`src/rtl/irqPkg.sv`:
```
package irqPkg;
  localparam int NUM_VEC = 3;
  localparam int IDX_W   = $clog2(NUM_VEC);

  typedef struct packed {
    logic             accept;
    logic             takeNmi;
    logic             takeVec;
    logic             takeExt;
    logic [IDX_W-1:0] vecIdx;
    logic             clrEdge;
  } irqStrobe_t;
endpackage

```
`src/rtl/irqControl.sv`:
```
module irqControl
  import irqPkg::*;
(
  input  logic               nmiPend,
  input  logic               edgePend,
  input  logic [NUM_VEC-1:0] vecReq,
  input  logic               extReq,
  input  logic [NUM_VEC-1:0] maskReg,
  input  logic               enReg,
  input  logic               boundary,
  input  logic               take,
  output logic               irqPending,
  output irqStrobe_t         strobe
);
  logic [NUM_VEC-1:0] lineLive;
  logic               found;
  logic [IDX_W-1:0]   idx;
  logic               accept;

  // Top line uses its latched edge; lower lines are level-sensitive.
  for (genvar i = 0; i < NUM_VEC; i++) begin : g_live
    if (i == NUM_VEC - 1) begin : g_edge
      assign lineLive[i] = edgePend & ~maskReg[i] & enReg;
    end else begin : g_level
      assign lineLive[i] = vecReq[i] & ~maskReg[i] & enReg;
    end
  end

  always_comb begin
    found = 1'b0;
    idx   = '0;
    for (int i = NUM_VEC - 1; i >= 0; i--) begin
      if (!found && lineLive[i]) begin
        found = 1'b1;
        idx   = IDX_W'(i);
      end
    end
  end

  assign irqPending = nmiPend | found | (extReq & enReg);
  assign accept     = boundary & take & irqPending;

  always_comb begin
    strobe         = '0;
    strobe.accept  = accept;
    strobe.takeNmi = accept & nmiPend;
    strobe.takeVec = accept & ~nmiPend & found;
    strobe.takeExt = accept & ~nmiPend & ~found;
    strobe.vecIdx  = idx;
    strobe.clrEdge = accept & ~nmiPend & found & (idx == IDX_W'(NUM_VEC - 1));
  end
endmodule

```
`src/rtl/irqDatapath.sv`:
```
module irqDatapath
  import irqPkg::*;
#(
  parameter logic [15:0] VEC_BASE = 16'h0024,
  parameter logic [15:0] VEC_STEP = 16'h0008
) (
  input  logic               clk,
  input  logic               rstN,
  input  logic               nmiReq,
  input  logic               edgeReq,
  input  logic               maskWr,
  input  logic [NUM_VEC-1:0] maskIn,
  input  logic               enSet,
  input  logic               enClr,
  input  irqStrobe_t         strobe,
  output logic               nmiPend,
  output logic               edgePend,
  output logic [NUM_VEC-1:0] maskReg,
  output logic               enReg,
  output logic               vecValid,
  output logic [15:0]        vecAddr,
  output logic               extAck
);
  logic        nmiPrev, edgePrev;
  logic        nmiRise, edgeRise;
  logic [15:0] addrNext;

  assign nmiRise  = nmiReq & ~nmiPrev;
  assign edgeRise = edgeReq & ~edgePrev;

  always_comb begin
    addrNext = '0;
    if (strobe.takeNmi)
      addrNext = VEC_BASE;
    else if (strobe.takeVec)
      addrNext = VEC_BASE + VEC_STEP * (16'(strobe.vecIdx) + 16'd1);
  end

  always_ff @(posedge clk) begin
    if (!rstN) begin
      nmiPrev  <= 1'b0;
      edgePrev <= 1'b0;
      nmiPend  <= 1'b0;
      edgePend <= 1'b0;
      maskReg  <= '1;
      enReg    <= 1'b0;
      vecValid <= 1'b0;
      vecAddr  <= '0;
      extAck   <= 1'b0;
    end else begin
      nmiPrev  <= nmiReq;
      edgePrev <= edgeReq;
      nmiPend  <= nmiRise | (nmiPend & ~strobe.takeNmi);
      edgePend <= edgeRise | (edgePend & ~strobe.clrEdge);
      if (maskWr) maskReg <= maskIn;
      if (strobe.accept || enClr) enReg <= 1'b0;
      else if (enSet)             enReg <= 1'b1;
      vecValid <= strobe.takeNmi | strobe.takeVec;
      vecAddr  <= addrNext;
      extAck   <= strobe.takeExt;
    end
  end
endmodule

```
`src/rtl/irqFrontEnd.sv`:
```
module irqFrontEnd
  import irqPkg::*;
(
  input  logic               clk,
  input  logic               rstN,
  input  logic               nmiReq,
  input  logic [NUM_VEC-1:0] vecReq,
  input  logic               extReq,
  input  logic               maskWr,
  input  logic [NUM_VEC-1:0] maskIn,
  input  logic               enSet,
  input  logic               enClr,
  input  logic               boundary,
  input  logic               take,
  output logic               irqPending,
  output logic               vecValid,
  output logic [15:0]        vecAddr,
  output logic               extAck,
  output logic               enableOut,
  output logic [NUM_VEC-1:0] maskOut
);
  irqStrobe_t strobe;
  logic       nmiPend, edgePend;

  irqControl ctl_i (
    .nmiPend(nmiPend), .edgePend(edgePend), .vecReq(vecReq), .extReq(extReq),
    .maskReg(maskOut), .enReg(enableOut), .boundary(boundary), .take(take),
    .irqPending(irqPending), .strobe(strobe)
  );

  irqDatapath dp_i (
    .clk(clk), .rstN(rstN), .nmiReq(nmiReq), .edgeReq(vecReq[NUM_VEC-1]),
    .maskWr(maskWr), .maskIn(maskIn), .enSet(enSet), .enClr(enClr),
    .strobe(strobe), .nmiPend(nmiPend), .edgePend(edgePend),
    .maskReg(maskOut), .enReg(enableOut), .vecValid(vecValid),
    .vecAddr(vecAddr), .extAck(extAck)
  );
endmodule

```
`config.mk`:
```
export PLATFORM = sky130hd
export DESIGN_NAME = irqFrontEnd
export DESIGN_NICKNAME = d
export VERILOG_FILES = /design/src/rtl/irqPkg.sv /design/src/rtl/irqControl.sv /design/src/rtl/irqDatapath.sv /design/src/rtl/irqFrontEnd.sv
export SDC_FILE = /design/constraint.sdc
export NUM_CORES = 1
export LEC_CHECK = 0
export ABC_AREA = 1
export BUFFER_PORTS_ARGS = -buffer_cell sky130_fd_sc_hd__buf_2
export CAP_MARGIN = 20
export CORE_UTILIZATION = 46
export DETAILED_ROUTE_END_ITERATION = 10
export HOLD_SLACK_MARGIN = 0.06
export PLACE_DENSITY_LB_ADDON = 0.25
export SLEW_MARGIN = 20
export SYNTH_ARGS = -nofsm -noshare
export SYNTH_HDL_FRONTEND = slang
export SYNTH_HIERARCHICAL = 1
export SYNTH_SLANG_ARGS = --single-unit
```
`constraint.sdc`:
```
create_clock -name clk -period 2.7 [get_ports clk]
set_clock_uncertainty 0.1 [all_clocks]
set_input_delay 0.135 -clock clk [delete_from_list [all_inputs] [get_ports clk]]
set_output_delay 0.135 -clock clk [all_outputs]
set_load 0.01 [all_outputs]
```
* Word-level counts from Yosys, hierarchy flattened
Cells that the tools add are included.
** Word-level totals
- Input bits :: 15
- Logic and storage cells :: 62
- Flip-flop bits (word level) :: 26
** Cells by class
- Add/sub/neg operators :: 2
- Reductions and logical operators :: 7
- Eq/ne operators :: 1
- Bitwise operators :: 34
- Mux-type cells :: 8
** Operator list (count)
- $and A1 B1 Y1 :: 18
- $mux W6 :: 2
- $not A1 Y1 :: 11
- $add A6 B6 Y7 const A :: 1
- $mux W2 :: 3
- $or A1 B1 Y1 :: 5
- $add A2 B1 Y3 const B :: 1
- $mux W1 :: 3
- $reduce_or A3 Y1 :: 1
- $eq A2 B2 Y1 const B :: 1
- $logic_and A1 B1 Y1 :: 2
- $logic_not A1 Y1 :: 2
- $reduce_or A2 Y1 :: 1
- $logic_or A1 B1 Y1 :: 1

* Longest topological paths before layout
- Depth in word-level cells :: 19
- Mapped depth :: 9

* Modules after synthesis
The synthesis kept the hierarchy.
** By module, submodules not included
- irqDatapath :: instances 1, area an instance 579.3 sq um, cells each 66, sequential area each 280.3 sq um
- irqControl :: instances 1, area an instance 130.1 sq um, cells each 26, sequential area each 0.0 sq um

* Worst setup path after synthesis
No wires, ideal clock.
- Path kind :: register -> register
- Start point :: register dp_i.enReg
- End point :: register dp_i.vecAddr[4]
- Data arrival time :: 1.083 ns
- Path buffers :: 0
- Setup slack :: 1.407 ns
- Clock period less this slack :: 1.293 ns
- Cell stages (with the launch flop) :: 6
- Cells stage by stage :: dfxtp_1 -> nand3_1 -> nor2_1 -> ha_1 -> inv_1 -> nor2_2
** RTL lines
- from (decl) :: line irqDatapath.sv:19 : output logic enReg,
- from (signal assigned) :: line irqDatapath.sv:46 : enReg <= 1'b0;
- from (signal assigned) :: line irqDatapath.sv:56 : if (strobe.accept || enClr) enReg <= 1'b0;
- from (signal assigned) :: line irqDatapath.sv:57 : else if (enSet) enReg <= 1'b1;
- to (signal assigned) :: line irqDatapath.sv:59 : vecAddr <= addrNext;
- to (decl) :: line irqDatapath.sv:21 : output logic [15:0] vecAddr,

==> out/summary.txt <==
run status: finished, final reports clean
wire length per cell: 9.289 microns
RSZ-0062 raised after global routing: no
total power: 0.0004007 W
placer's final routability congestion estimate: 0.7668
Core Region: 1366 sq um
Setup Crit Path Kind: register to register
crit path launch: dp_i/enReg$_SDFFE_PP0P_
gr ovfl total: 0
PD cells: 440.5 nW/um^2
WP buf/inv: 2
I/O Pins: 38
CTS buffer count: 3
minimum clock period: 1.755 ns
Via-to-Cell Ratio: 4.549
clk buf depth: 2
crit path cell chain: nand3_1 > nand3_2 > inv_2 > a21oi_1 > nor2_1 > nand2_1 > nor2_1 > dlygate4sd3_1
area grow syn2layout: 28.22%
# fillers: 131
Slew Viols, Final: 0
worst min path class: input pin to register
CTS Sinks: 14
# diodes: 0
Lkg Pwr: 0.5543 nW
reg2reg start: dp_i/enReg$_SDFFE_PP0P_
Synth Area per Inst: 7.711 sq um
endpoint type of the worst setup path: register
CTS tree: built
slowest CP cell: dlygate4sd3_1
die width: 41.27 microns
fmax: 569.8 MHz
Row Count: 13
period utilization: 65.00%
WP data arrival: 1.82 ns
startpoint type of the worst setup path: register
dominant cells by area after synthesis: dfxtp_1 (40%), buf_4 (14%), inv_1 (10%)
Synth top area share: 39.51%
post-synth design cell area: 709.4 sq um
Worst-Skew Late Latency: 0.27 ns
Tot GR Track Use: 19.80%
Synth area leader: dfxtp_1
Yosys warnings: 6
Total Die Area: 1703 sq um
Root Driver: clkbuf_4
DP HPWL: 865.2 microns
H-Tree Depth: 1
via count of the first global-routing pass: 541
antenna violations before repair: 0
xor/xnor share of the synthesized area: 0%
Starting Density: 51.92%
Routed WL: 1.319 mm
fraction of layout cells with a size suffix above 1: 31.50%
Clock transition at path regs: 0.08 ns
drt first pass iters: 4
Crit path required time: 2.76 ns
Synth Area in Compound Gates: 3.175%
largest family of logic cells by synthesized area: simple AND/OR/NAND/NOR gates
vias: 646
library cells used by synthesis: 19
Hold Fails Final Rpt: 0
Port Buffers: 26
total DRC errors in the routed layout: 0
die height: 41.27 microns
VDD IR-drop max: 0.2911 mV
adder-cell share of the synthesized area: 1.764%
Final Setup Violations: 0
largest net degree at the start of global routing: 12
Crit path top cell by count: nor2_1
setup bufs post-CTS: 0
Synth Area in Simple Gates: 29.10%
CP Max Fanout: 6
Setup TNS Final: 0 ns
Initial DRC Count: 16
Routed Antenna Nets: 0
mux cell area share after synthesis: 0%
post-layout net count: 145
Hold Startpoint: rstN
delay-heaviest family, CP: buffers and inverters
max cap viols: 0
Seq cells post-synth: 14
max incr delay on CP: 0.54 ns
Synth Instances: 92
post-synthesis sequential area ratio: 39.51%
first-pass GRT wire length: 2.090 mm
## sequential cells by signal (all words and copies together) (netlist names)
signal,count
dp_i/edgePrev,1
dp_i/vecAddr,4
dp_i/extAck,1
dp_i/maskReg,3
dp_i/enReg,1
dp_i/vecValid,1
dp_i/edgePend,1
dp_i/nmiPend,1
dp_i/nmiPrev,1
## layer usage
metal | global-route usage, % | part of all wire [%]
met5 | 0 | 0
met3 | 5.435 | 8.2
met1 | 20.58 | 40
met4 | 19.35 | 4.4
met2 | 31.25 | 47
## cell families (layout without fill, tap and decap cells)
group           count (synthesis)  in the layout
simple gates                   39             39
buf+inv                        34             59
other cells                     1             11
fa+ha+maj                       1              1
flops                          14             14
compound gates                  3              3
## where the power goes
| group | internal, W | switching [W] |
|---|---|---|
| sequential | 0.000216 | 0.00000675 |
| clock | 0.0000516 | 0.0000592 |
| combinational | 0.0000305 | 0.0000368 |
## worst register-to-register path: stages, from the launching register on
cell and delay [ns]:
dfxtp_1 0.44, nand3_1 0.15, nand3_2 0.10, inv_2 0.05
a21oi_1 0.12, nor2_1 0.05, nand2_1 0.05, nor2_1 0.04
dlygate4sd3_1 0.54
## repair_timing
action                                 CTS  global route
hold buffers                            10             0
endpoints found under the hold margin    8             0
resized for setup                        0             0
## layout make-up
class | instances | area, sq um | area share, %
Sequential cell | 14 | 280.3 | 30.81
Clock buffer | 3 | 22.52 | 2.476
Multi-Input combinational cell | 54 | 282.8 | 31.09
Tap cell | 15 | 18.77 | 2.063
Timing Repair Buffer | 36 | 230.2 | 25.31
Inverter | 20 | 75.07 | 8.253
## cell usage in the layout (no fill, tap or decap)
master and count:
nand2_1 14, ha_1 1, inv_1 19, nor2_1 8, inv_2 1, dlygate4sd3_1 10, conb_1 11, buf_2 26
nand4_1 1, nand2_2 1, nand3_1 7, nand3b_1 1, a21oi_1 1, nand3_4 1, nand3_2 2, o21ai_2 2
nor2_2 3, clkbuf_4 3, dfxtp_1 14, nand4_2 1
## metrics by stage
step / utilization, % / setup slack, ns / hold slack, ns / area, sq um / std cells
after detailed placement: 57.60 / 1.341 / 0.2415 / 787.0 / 129
final: 66.58 / 0.9450 / 0.08437 / 909.6 / 142
after global routing: 66.58 / 0.8730 / 0.09378 / 909.6 / 142
after CTS: 66.58 / 0.9702 / 0.07609 / 909.6 / 142
after floorplan: - / 1.407 / 0.1453 / 747.0 / 102
after global placement: 57.60 / 1.443 / 0.2403 / 787.0 / 129
## final timing paths
kind | end | slack, ns | depth (start not counted)
max | dp_i/enReg$_SDFFE_PP0P_ | 0.94 | 8
min | dp_i/maskReg[2]$_SDFFE_PN1P_ | 0.08 | 2
max reg2reg | dp_i/enReg$_SDFFE_PP0P_ | 0.94 | 8
min reg2reg | dp_i/nmiPend$_SDFF_PN0_ | 0.32 | 1
## Yosys cell counts (all sizes together)
| master | number |
|---|---|
| dfxtp | 14 |
| nand3b | 1 |
| a21oi | 1 |
| nand3 | 10 |
| nand2 | 15 |
| nor2 | 11 |
| buf | 14 |
| inv | 20 |
| ha | 1 |
| nand4 | 2 |
| o21ai | 2 |
| conb | 1 |
No activity file was read; power rests on OpenSTA's default activity.
